--- src/rtl/as_cfg_pkg.sv ---
package as_cfg_pkg;

    localparam int CMD_BITS = 32;

    typedef enum logic [2:0] {
        ST_POR,
        ST_CMD,
        ST_READ,
        ST_CHECK,
        ST_INIT,
        ST_USER,
        ST_ERR
    } load_state_e;

    function automatic int max2(input int a, input int b);
        return (a > b) ? a : b;
    endfunction

endpackage

--- src/rtl/as_sck_gen.sv ---
module as_sck_gen #(
    parameter int CLK_DIV = 3
) (
    input  logic clk,
    input  logic rst_n,
    input  logic run_in,
    output logic sck,
    output logic rise_tick,
    output logic fall_tick
);
    localparam int DIV_W = (CLK_DIV > 1) ? $clog2(CLK_DIV) : 1;
    localparam logic [DIV_W-1:0] DIV_LAST = DIV_W'(CLK_DIV - 1);

    typedef struct packed {
        logic [DIV_W-1:0] cnt;
        logic             sck;
        logic             run;
    } gen_t;

    gen_t gen_d, gen_q;
    logic tick;

    assign tick      = gen_q.run && (gen_q.cnt == DIV_LAST);
    assign rise_tick = tick && !gen_q.sck;
    assign fall_tick = tick && gen_q.sck;
    assign sck       = gen_q.sck;

    always_comb begin
        gen_d     = gen_q;
        gen_d.run = run_in;
        if (!run_in) begin
            gen_d.cnt = '0;
            gen_d.sck = 1'b0;
        end else if (!gen_q.run) begin
            gen_d.cnt = '0;
        end else if (tick) begin
            gen_d.cnt = '0;
            gen_d.sck = !gen_q.sck;
        end else begin
            gen_d.cnt = gen_q.cnt + 1'b1;
        end
    end

    always_ff @(posedge clk or negedge rst_n) begin
        if (!rst_n) gen_q <= '0;
        else        gen_q <= gen_d;
    end


    sck_idle_low_chk: assert property (@(posedge clk) disable iff (!rst_n)
        !gen_q.run |-> !gen_q.sck);

endmodule

--- src/rtl/as_word_pack.sv ---
module as_word_pack #(
    parameter int WORD_W = 8
) (
    input  logic              clk,
    input  logic              rst_n,
    input  logic              clear,
    input  logic              bit_vld,
    input  logic              bit_in,
    output logic [WORD_W-1:0] word,
    output logic              valid
);
    localparam int CW = (WORD_W > 1) ? $clog2(WORD_W) : 1;
    localparam logic [CW-1:0] CNT_LAST = CW'(WORD_W - 1);

    typedef struct packed {
        logic [WORD_W-1:0] shift;
        logic [CW-1:0]     cnt;
        logic [WORD_W-1:0] word;
        logic              valid;
    } pack_t;

    pack_t pk_d, pk_q;
    logic [WORD_W-1:0] shifted;

    assign shifted = {pk_q.shift[WORD_W-2:0], bit_in};

    always_comb begin
        pk_d       = pk_q;
        pk_d.valid = 1'b0;
        if (clear) begin
            pk_d.cnt = '0;
        end else if (bit_vld) begin
            pk_d.shift = shifted;
            if (pk_q.cnt == CNT_LAST) begin
                pk_d.cnt   = '0;
                pk_d.word  = shifted;
                pk_d.valid = 1'b1;
            end else begin
                pk_d.cnt = pk_q.cnt + 1'b1;
            end
        end
    end

    always_ff @(posedge clk or negedge rst_n) begin
        if (!rst_n) pk_q <= '0;
        else        pk_q <= pk_d;
    end

    assign word  = pk_q.word;
    assign valid = pk_q.valid;


    valid_single_chk: assert property (@(posedge clk) disable iff (!rst_n)
        valid |=> !valid || $past(bit_vld));

endmodule

--- src/rtl/as_cfg_loader.sv ---
module as_cfg_loader
    import as_cfg_pkg::*;
#(
    parameter int          CLK_DIV     = 3,
    parameter int          POR_CYCLES  = 10_000_000,
    parameter logic [7:0]  READ_CMD    = 8'h03,
    parameter logic [23:0] START_ADDR  = 24'h000000,
    parameter int          STREAM_BITS = 4096,
    parameter int          WORD_W      = 8,
    parameter int          DONE_WAIT   = 16,
    parameter int          ERR_CYCLES  = 8,
    parameter int          INIT_CYCLES = 136
) (
    input  logic              clk,
    input  logic              rst_n,
    output logic              flash_cs_n,
    output logic              flash_sck,
    output logic              flash_mosi,
    input  logic              flash_miso,
    input  logic              done_in,
    input  logic              err_n_in,
    output logic              status_n,
    output logic [WORD_W-1:0] word_data,
    output logic              word_valid,
    output logic              user_mode
);
    localparam int CNT_MAX = max2(max2(POR_CYCLES, DONE_WAIT), max2(ERR_CYCLES, INIT_CYCLES));
    localparam int CNT_W   = $clog2(CNT_MAX + 1);
    localparam int BIT_W   = $clog2(max2(STREAM_BITS, CMD_BITS) + 1);
    localparam logic [CNT_W-1:0] POR_LAST  = CNT_W'(POR_CYCLES - 1);
    localparam logic [CNT_W-1:0] WAIT_LAST = CNT_W'(DONE_WAIT - 1);
    localparam logic [CNT_W-1:0] ERR_LAST  = CNT_W'(ERR_CYCLES - 1);
    localparam logic [CNT_W-1:0] INIT_LAST = CNT_W'(INIT_CYCLES - 1);
    localparam logic [BIT_W-1:0] CMD_END   = BIT_W'(CMD_BITS);
    localparam logic [BIT_W-1:0] DATA_END  = BIT_W'(STREAM_BITS);
    localparam logic [CMD_BITS-1:0] CMD_WORD = {READ_CMD, START_ADDR};

    typedef struct packed {
        load_state_e         st;
        logic [CNT_W-1:0]    cnt;
        logic [BIT_W-1:0]    bits;
        logic [CMD_BITS-1:0] sreg;
        logic                mosi;
        logic                cs_n;
        logic                status_n;
        logic                user;
    } ctl_t;

    ctl_t ctl_d, ctl_q;
    logic rise_tick, fall_tick, sck_run, bit_vld, abort;

    function automatic ctl_t enter_cmd(input ctl_t c);
        ctl_t r = c;
        r.st   = ST_CMD;
        r.cnt  = '0;
        r.bits = '0;
        r.mosi = CMD_WORD[CMD_BITS-1];
        r.sreg = CMD_WORD << 1;
        return r;
    endfunction

    function automatic ctl_t enter_err(input ctl_t c);
        ctl_t r = c;
        r.st  = ST_ERR;
        r.cnt = '0;
        return r;
    endfunction

    assign abort = done_in || !err_n_in;

    always_comb begin
        ctl_d   = ctl_q;
        bit_vld = 1'b0;
        case (ctl_q.st)
            ST_POR: begin
                if (ctl_q.cnt == POR_LAST) ctl_d = enter_cmd(ctl_q);
                else                       ctl_d.cnt = ctl_q.cnt + 1'b1;
            end
            ST_CMD: begin
                if (abort) begin
                    ctl_d = enter_err(ctl_q);
                end else begin
                    if (rise_tick) ctl_d.bits = ctl_q.bits + 1'b1;
                    if (fall_tick) begin
                        if (ctl_q.bits == CMD_END) begin
                            ctl_d.st   = ST_READ;
                            ctl_d.bits = '0;
                            ctl_d.mosi = 1'b0;
                        end else begin
                            ctl_d.mosi = ctl_q.sreg[CMD_BITS-1];
                            ctl_d.sreg = ctl_q.sreg << 1;
                        end
                    end
                end
            end
            ST_READ: begin
                if (abort) begin
                    ctl_d = enter_err(ctl_q);
                end else if (rise_tick) begin
                    ctl_d.bits = ctl_q.bits + 1'b1;
                    bit_vld    = 1'b1;
                end else if (fall_tick && ctl_q.bits == DATA_END) begin
                    ctl_d.st  = ST_CHECK;
                    ctl_d.cnt = '0;
                end
            end
            ST_CHECK: begin
                if (!err_n_in)                  ctl_d = enter_err(ctl_q);
                else if (done_in) begin
                    ctl_d.st  = ST_INIT;
                    ctl_d.cnt = '0;
                end
                else if (ctl_q.cnt == WAIT_LAST) ctl_d = enter_err(ctl_q);
                else                             ctl_d.cnt = ctl_q.cnt + 1'b1;
            end
            ST_INIT: begin
                if (!err_n_in)                   ctl_d = enter_err(ctl_q);
                else if (ctl_q.cnt == INIT_LAST) ctl_d.st = ST_USER;
                else                             ctl_d.cnt = ctl_q.cnt + 1'b1;
            end
            ST_USER: ;
            ST_ERR: begin
                if (ctl_q.cnt == ERR_LAST) ctl_d = enter_cmd(ctl_q);
                else                       ctl_d.cnt = ctl_q.cnt + 1'b1;
            end
            default: ctl_d = enter_err(ctl_q);
        endcase
        ctl_d.cs_n     = !(ctl_d.st == ST_CMD || ctl_d.st == ST_READ);
        ctl_d.status_n = (ctl_d.st != ST_ERR);
        ctl_d.user     = (ctl_d.st == ST_USER);
    end

    assign sck_run = !ctl_d.cs_n;

    always_ff @(posedge clk or negedge rst_n) begin
        if (!rst_n) begin
            ctl_q          <= '0;
            ctl_q.st       <= ST_POR;
            ctl_q.cs_n     <= 1'b1;
            ctl_q.status_n <= 1'b1;
        end else begin
            ctl_q <= ctl_d;
        end
    end

    as_sck_gen #(.CLK_DIV(CLK_DIV)) sck_gen_i (
        .clk       (clk),
        .rst_n     (rst_n),
        .run_in    (sck_run),
        .sck       (flash_sck),
        .rise_tick (rise_tick),
        .fall_tick (fall_tick)
    );

    as_word_pack #(.WORD_W(WORD_W)) word_pack_i (
        .clk     (clk),
        .rst_n   (rst_n),
        .clear   (ctl_q.cs_n),
        .bit_vld (bit_vld),
        .bit_in  (flash_miso),
        .word    (word_data),
        .valid   (word_valid)
    );

    assign flash_cs_n = ctl_q.cs_n;
    assign flash_mosi = ctl_q.mosi;
    assign status_n   = ctl_q.status_n;
    assign user_mode  = ctl_q.user;


    sck_needs_cs_chk: assert property (@(posedge clk) disable iff (!rst_n)
        flash_sck |-> !flash_cs_n);


    mosi_hold_chk: assert property (@(posedge clk) disable iff (!rst_n)
        (flash_sck && $past(flash_sck)) |-> $stable(flash_mosi));


    valid_in_load_chk: assert property (@(posedge clk) disable iff (!rst_n)
        word_valid |-> !flash_cs_n);


    err_cs_chk: assert property (@(posedge clk) disable iff (!rst_n)
        !status_n |-> flash_cs_n);


    user_sticky_chk: assert property (@(posedge clk) disable iff (!rst_n)
        user_mode |=> user_mode && status_n && flash_cs_n);

endmodule

--- config.mk ---
export PLATFORM = sky130hd
export DESIGN_NAME = as_cfg_loader
export DESIGN_NICKNAME = d
export VERILOG_FILES = /design/src/rtl/as_cfg_pkg.sv /design/src/rtl/as_sck_gen.sv /design/src/rtl/as_word_pack.sv /design/src/rtl/as_cfg_loader.sv
export SDC_FILE = /design/constraint.sdc
export NUM_CORES = 1
export LEC_CHECK = 0
export ABC_AREA = 1
export BUFFER_PORTS_ARGS = -buffer_cell sky130_fd_sc_hd__buf_2
export CORE_MARGIN = 2
export CORE_UTILIZATION = 50
export CTS_CLUSTER_DIAMETER = 80
export DETAILED_ROUTE_END_ITERATION = 16
export GPL_TIMING_DRIVEN = 1
export PLACE_DENSITY = 0.66
export SETUP_SLACK_MARGIN = 0.02
export SLEW_MARGIN = 0
export SYNTH_ARGS = -nofsm -noshare
export SYNTH_HDL_FRONTEND = slang
export SYNTH_HIERARCHICAL = 1
export SYNTH_SLANG_ARGS = --single-unit
--- constraint.sdc ---
create_clock -name clk -period 4.4 [get_ports clk]
set_input_delay 0.88 -clock clk [delete_from_list [all_inputs] [get_ports clk]]
set_output_delay 0.88 -clock clk [all_outputs]
set_load 0.005 [all_outputs]
Word-level counts from Yosys, hierarchy flattened

Cells that the tools add are included.

Flip-flop bits (word level): 99
Input bits: 5
Output and inout port bits: 14
Logic and storage cells: 114

Add/sub/neg operators: 4
Eq/ne operators: 30
Multiplexer cells: 40
Bitwise operators: 5
Reduce and logical (&&, ||, !) cells: 20

Operators with widths:

| operator                                                         | number |
|---|---|
| 76-bit one-hot mux with 7 select lines                           | 1 |
| 24-bit two-way mux                                               | 5 |
| 27-bit two-way mux                                               | 4 |
| 49-bit two-way mux                                               | 2 |
| 46-bit two-way mux                                               | 2 |
| 76-bit two-way mux                                               | 1 |
| 40-bit two-way mux                                               | 1 |
| 32-bit two-way mux                                               | 1 |
| 3-bit two-way mux                                                | 10 |
| 13-bit two-way mux                                               | 2 |
| 24-bit by 1-bit adder with 24-bit output, second input constant  | 1 |
| 24-bit == test, second input constant                            | 1 |
| 24-bit by 3-bit == test with 1-bit output, second input constant | 1 |
| 24-bit by 4-bit == test with 1-bit output, second input constant | 1 |
| 24-bit by 8-bit == test with 1-bit output, second input constant | 1 |
| 2-bit inequality test, second input constant                     | 9 |
| 3-bit == test, second input constant                             | 5 |
| 13-bit by 1-bit adder with 13-bit output, second input constant  | 1 |
| 13-bit == test, second input constant                            | 1 |
| 13-bit by 6-bit == test with 1-bit output, second input constant | 1 |
| 12-bit two-way mux                                               | 1 |
| 3-bit inequality test, second input constant                     | 4 |
| 10-bit AND reduction                                             | 1 |
| 3-bit by 2-bit == test with 1-bit output, second input constant  | 3 |
| other kinds (20)                                                 | 39 |

Depth between registers and ports, before layout

Word-level depth: 12
Mapped depth: 19
Mapped depth without buffers: 19

Modules after synthesis

Netlist, hierarchy kept.

By module, submodules not included:

| module        | times used | cells each | area each (um^2) | seq. area each (um^2) |
|---|---|---|---|---|
| as_cfg_loader | 1          | 737        | 5068.6           | 1879.3 |
| as_word_pack  | 1          | 92         | 854.6            | 475.5 |
| as_sck_gen    | 1          | 19         | 163.9            | 100.1 |

Worst setup path after synthesis

Ideal clock, no wire load.

Path type: in2reg
Start point: input err_n_in
End point: register sck_gen_i/gen_q[2] (netlist bit)
Library setup time: 86 ps
Data arrival time: 2278 ps
Required time: 4314 ps
Setup slack: 2036 ps
Cell stages on the path: 11
Path through: buf_2 -> nand2_1 -> inv_1 -> a21oi_1 -> nand3b_1 -> nor2_1 -> nand3_1 -> nand2_1 -> inv_1 -> or2_1 -> nor3_1

RTL lines:

| what                 | line                | source |
|---|---|---|
| start, declared      | as_cfg_loader.sv:21 | `input logic err_n_in,` |
| end signal, assigned | as_sck_gen.sv:46    | `else gen_q <= gen_d;` |
| end, declared        | as_sck_gen.sv:20    | `gen_t gen_d, gen_q;` |

Final worst setup path

Start point: input done_in
End point: register ctl_q[18] (netlist bit)

Cells in the longest elaborated chain, start to end: 3

RTL lines:

| what                                   | line                 | source |
|---|---|---|
| start, declared                        | as_cfg_loader.sv:20  | `input logic done_in,` |
| 1-bit logical OR                       | as_cfg_loader.sv:69  | `assign abort = done_in \|\| !err_n_in;` |
| 2-bit inequality test (no source line) | -                    |  |
| 10-bit AND reduction (no source line)  | -                    |  |
| end signal, assigned                   | as_cfg_loader.sv:142 | `ctl_q <= ctl_d;` |
| end, declared                          | as_cfg_loader.sv:49  | `ctl_t ctl_d, ctl_q;` |

Every way passes these cells.
A chain may end at the register's enable or synchronous reset.

==> impl_metrics.py <==
metrics = {
    "critical_path": {
        "crit_type": "input port to flop",
        "slowest_delay_ns": 0.62,
        "cp_common_cell": "nor2_1",
        "path_max_fanout": 60,
        "cp-end-kind": "flop",
        "r2r_start": "ctl_q[49]$_DFFE_PN0P_",
        "crit_chain": "buf_2 -> inv_2 -> nand2_1 -> inv_1 -> nor2_1 -> nor3_2 -> nand2_2 -> nor2_8 -> nor2_1 -> a21oi_2",
        "slowest_stage": "nor2_8",
        "critical_path.top_delay_family": "simple AND/OR/NAND/NOR gates",
        "cp_data_arrival_time_ns": 2.99,
        "cp.required_ns": 4.69,
        "cp_num_buf_inv": 3,
        "start_kind": "input port",
        "cp-startpoint": "done_in",
    },
    "pwr": {
        "p_comb_frac": 0.355,
        "clkPwrFrac": 0.255,
        "p_per_area_nw_per_um2": 483,
        "p_sw_uw": 1270,
        "p_seq_frac": 0.390,
        "power.leakage_uw": 0.00303,
        "internal-power_uw": 1870,
        "ir_worst_vdd_mv": 0.194,
        "switching_share": 0.405,
    },
    "die": {
        "start_util": 0.509,
        "design.core.area_sq_um": 12000,
        "dieArea_sq_um": 13100,
        "die_x_microns": 114,
        "die_h_microns": 114,
        "row_count": 40,
        "boundaryPins": 19,
    },
    "synthesis": {
        "synth_top_family_by_area": "simple AND/OR/NAND/NOR gates",
        "synth_mux_area_frac": 0,
        "async_flop_share": 1.00,
        "synth_fa_ha_area_frac": 0.0103,
        "yosysWarningCount": 6,
        "synth-edff-count": 0,
        "syn_area_per_cell_sq_um": 7.18,
        "synth_area_sq_um": 6090,
        "synthCells": 848,
        "synthDistinctLibCells": 45,
        "yosys_most_used_dff": "dfrtp_1",
        "synth-simple-area-share": 0.401,
        "syn_nets": 858,
        "yosysSeqAreaShare": 0.403,
        "synth_compound_area_frac": 0.0798,
        "synthXorXnorAreaFrac": 0.0245,
        "ys_ff_latch": 98,
    },
    "timing": {
        "worstMarginPinSlew_ns": 0.829,
        "period_minus_slack_ns": 2.71,
        "slew_violations": 0,
        "rsz0062_at_grt": "no",
        "setup_tns_ns": 0,
        "fin_crit_sh": 0.615,
        "clock_skew_ns": 0.00708,
        "setup_violations": 0,
        "fmax_mhz": 370,
        "finalHoldViolations": 0,
        "max_slew_margin": 0.447,
    },
    "grt": {
        "grt_pass1_vias": 4962,
        "antenna_found_initial": 0,
        "grt_remaining_overflow": 0,
        "grt_start_max_net_pins": 66,
        "grtUsageTotal": 0.237,
        "grt_pass1_wl_mm": 24.5,
    },
    "min_path": {
        "worstHoldStart": "sck_gen_i/gen_q[2]$_DFF_PN0_",
        "min_path_type": "flop to flop",
    },
    "placement": {
        "placed_area_sq_um": 6200,
        "dp_hpwl_mm": 10.5,
        "port_buffers": 18,
        "gp_congestion": 0.960,
    },
    "clock_network": {
        "clk_pin_slew_ns": 0.07,
        "ctsResizeCount": 0,
        "numCtsBuffers": 9,
        "clockRootBuffer": "clkbuf_16",
        "ctsHoldBuffers": 0,
        "cts.sinks": 98,
        "htreeDepth": 3,
        "clkLatencyLatePin_ns": 0.36,
        "postCtsSetupRepairBufs": 0,
        "tritoncts": "done",
        "cts_buffer_depth": 2,
    },
    "layout": {
        "fin_util": 0.543,
        "ff_latch_area_sq_um": 2450,
        "insertedDiodeCount": 0,
        "syn_to_final_growth_pct": 6.64,
        "multi_input_area_sq_um": 3140,
        "final_nets": 862,
        "layout-drive-gt1-share": 0.116,
        "final_area_sq_um": 6490,
        "fillers": 1147,
    },
    "run_status": {
        "outcome": "complete, no violations",
    },
    "routing": {
        "vias_per_cell": 5.40,
        "first_pass_iters": 7,
        "drc": 0,
        "drtIter0Drc": 376,
        "totalWireLength_mm": 14.3,
        "vias": 5419,
        "routedWlPerCell_microns": 14.3,
        "ant_nets": 0,
    },
    "run": {
        "maxCapViolCount": 0,
    },
}
==> sequential cells by signal (all words and copies together) (netlist names) <==
signal,flops
ctl_q,71
word_pack_i/pk_q,10
word_pack_i/word,8
user_mode,1
flash_mosi,1
sck_gen_i/sck,1
word_pack_i/valid,1
status_n,1
flash_cs_n,1
sck_gen_i/gen_q,3
==> metrics by stage <==
step	cells	setup slack [ns]	hold slack, ns	total power [uW]
5_1_grt	1004	1.36	0.471	3360
3_3_place_gp	988	1.43	0.422	2300
6_report	1004	1.69	0.442	3130
3_5_place_dp	988	1.33	0.439	2360
4_1_cts	1004	1.71	0.449	3170
2_1_floorplan	848	2.04	0.410	2150
==> layout by cell type, fill, tap and decap left out, types with 3 or more instances in the layout <==
cell type and count:
ha_1 5, xor2_1 16, buf_4 5, nor2_2 6
inv_4 3, nand2_4 5, nand4_1 34, nand3_1 72
o21ai_1 7, buf_2 17, inv_1 61, dfrtp_1 96
nand2_1 255, nand3b_1 5, a21oi_1 25, o21ai_0 28
clkbuf_16 9, nor3_1 10, a21oi_2 12, nand2_2 4
o21ai_2 3, nor2_1 129, inv_2 11, nor2_4 5
==> layer usage <==
metal  vias up  routed length [microns]  GRT usage
li1       2749                        -          -
met1      2511                     6790      0.330
met2       135                     6600      0.376
met3        24                      601     0.0355
met4         0                      347     0.0911
met5         -                        0          0
==> cells in the mapped netlist (all sizes together), types with 2 or more instances <==
cell | instances | area, sq um
a21oi | 37 | 230
nand2 | 264 | 1040
or2 | 2 | 12.5
o211ai | 2 | 15.0
nor4 | 2 | 12.5
inv | 75 | 289
o21bai | 2 | 15.0
ha | 5 | 62.6
nor2 | 141 | 596
o21ai | 38 | 201
clkbuf | 4 | 15.0
clkinv | 2 | 7.51
dfrtp | 96 | 2400
nand4 | 35 | 225
nand3b | 5 | 37.5
xor2 | 16 | 140
buf | 25 | 184
nor3 | 13 | 86.3
dfstp | 2 | 52.6
nand3 | 76 | 415
==> layout make-up <==
cell class,instances,area share
Clock buffer,10,0.0353
Clock inverter,6,0.0100
Inverter,77,0.0457
Multi-Input combinational cell,644,0.484
Sequential cell,98,0.378
Tap cell,147,0.0283
Timing Repair Buffer,22,0.0189
==> path summary, 6_finish.rpt <==
path,end,slack [ns],cells past startpoint
min,sck_gen_i/gen_q[2]$_DFF_PN0_,0.44,1
min reg2reg,sck_gen_i/gen_q[2]$_DFF_PN0_,0.44,1
min in group asynchronous,ctl_q[23]$_DFFE_PN0P_,0.62,1
max,ctl_q[18]$_DFFE_PN0P_,1.69,10
max reg2reg,sck_gen_i/gen_q[3]$_DFF_PN0_,1.71,14
max in group asynchronous,status_n$_DFF_PN1_,2.79,2
==> power by group through the flow <==
stage,sequential [uW],combinational (uW),clock (uW)
after global routing,1240,1260,855
after floorplan,1200,948,0
after global placement,1230,1070,0
after CTS,1220,1120,823
after detailed placement,1240,1120,0
final,1220,1110,799
==> cells by family (layout without fill, tap and decap cells) <==
group | after synthesis | in the layout
xor gates and xnor gates | 17 | 17
buffers and inverters | 106 | 115
AOI/OAI and AO/OA | 82 | 82
DFF | 98 | 98
and+or+nand+nor | 540 | 540
adders and majority gates | 5 | 5
(Power assumes the default switching activity.)
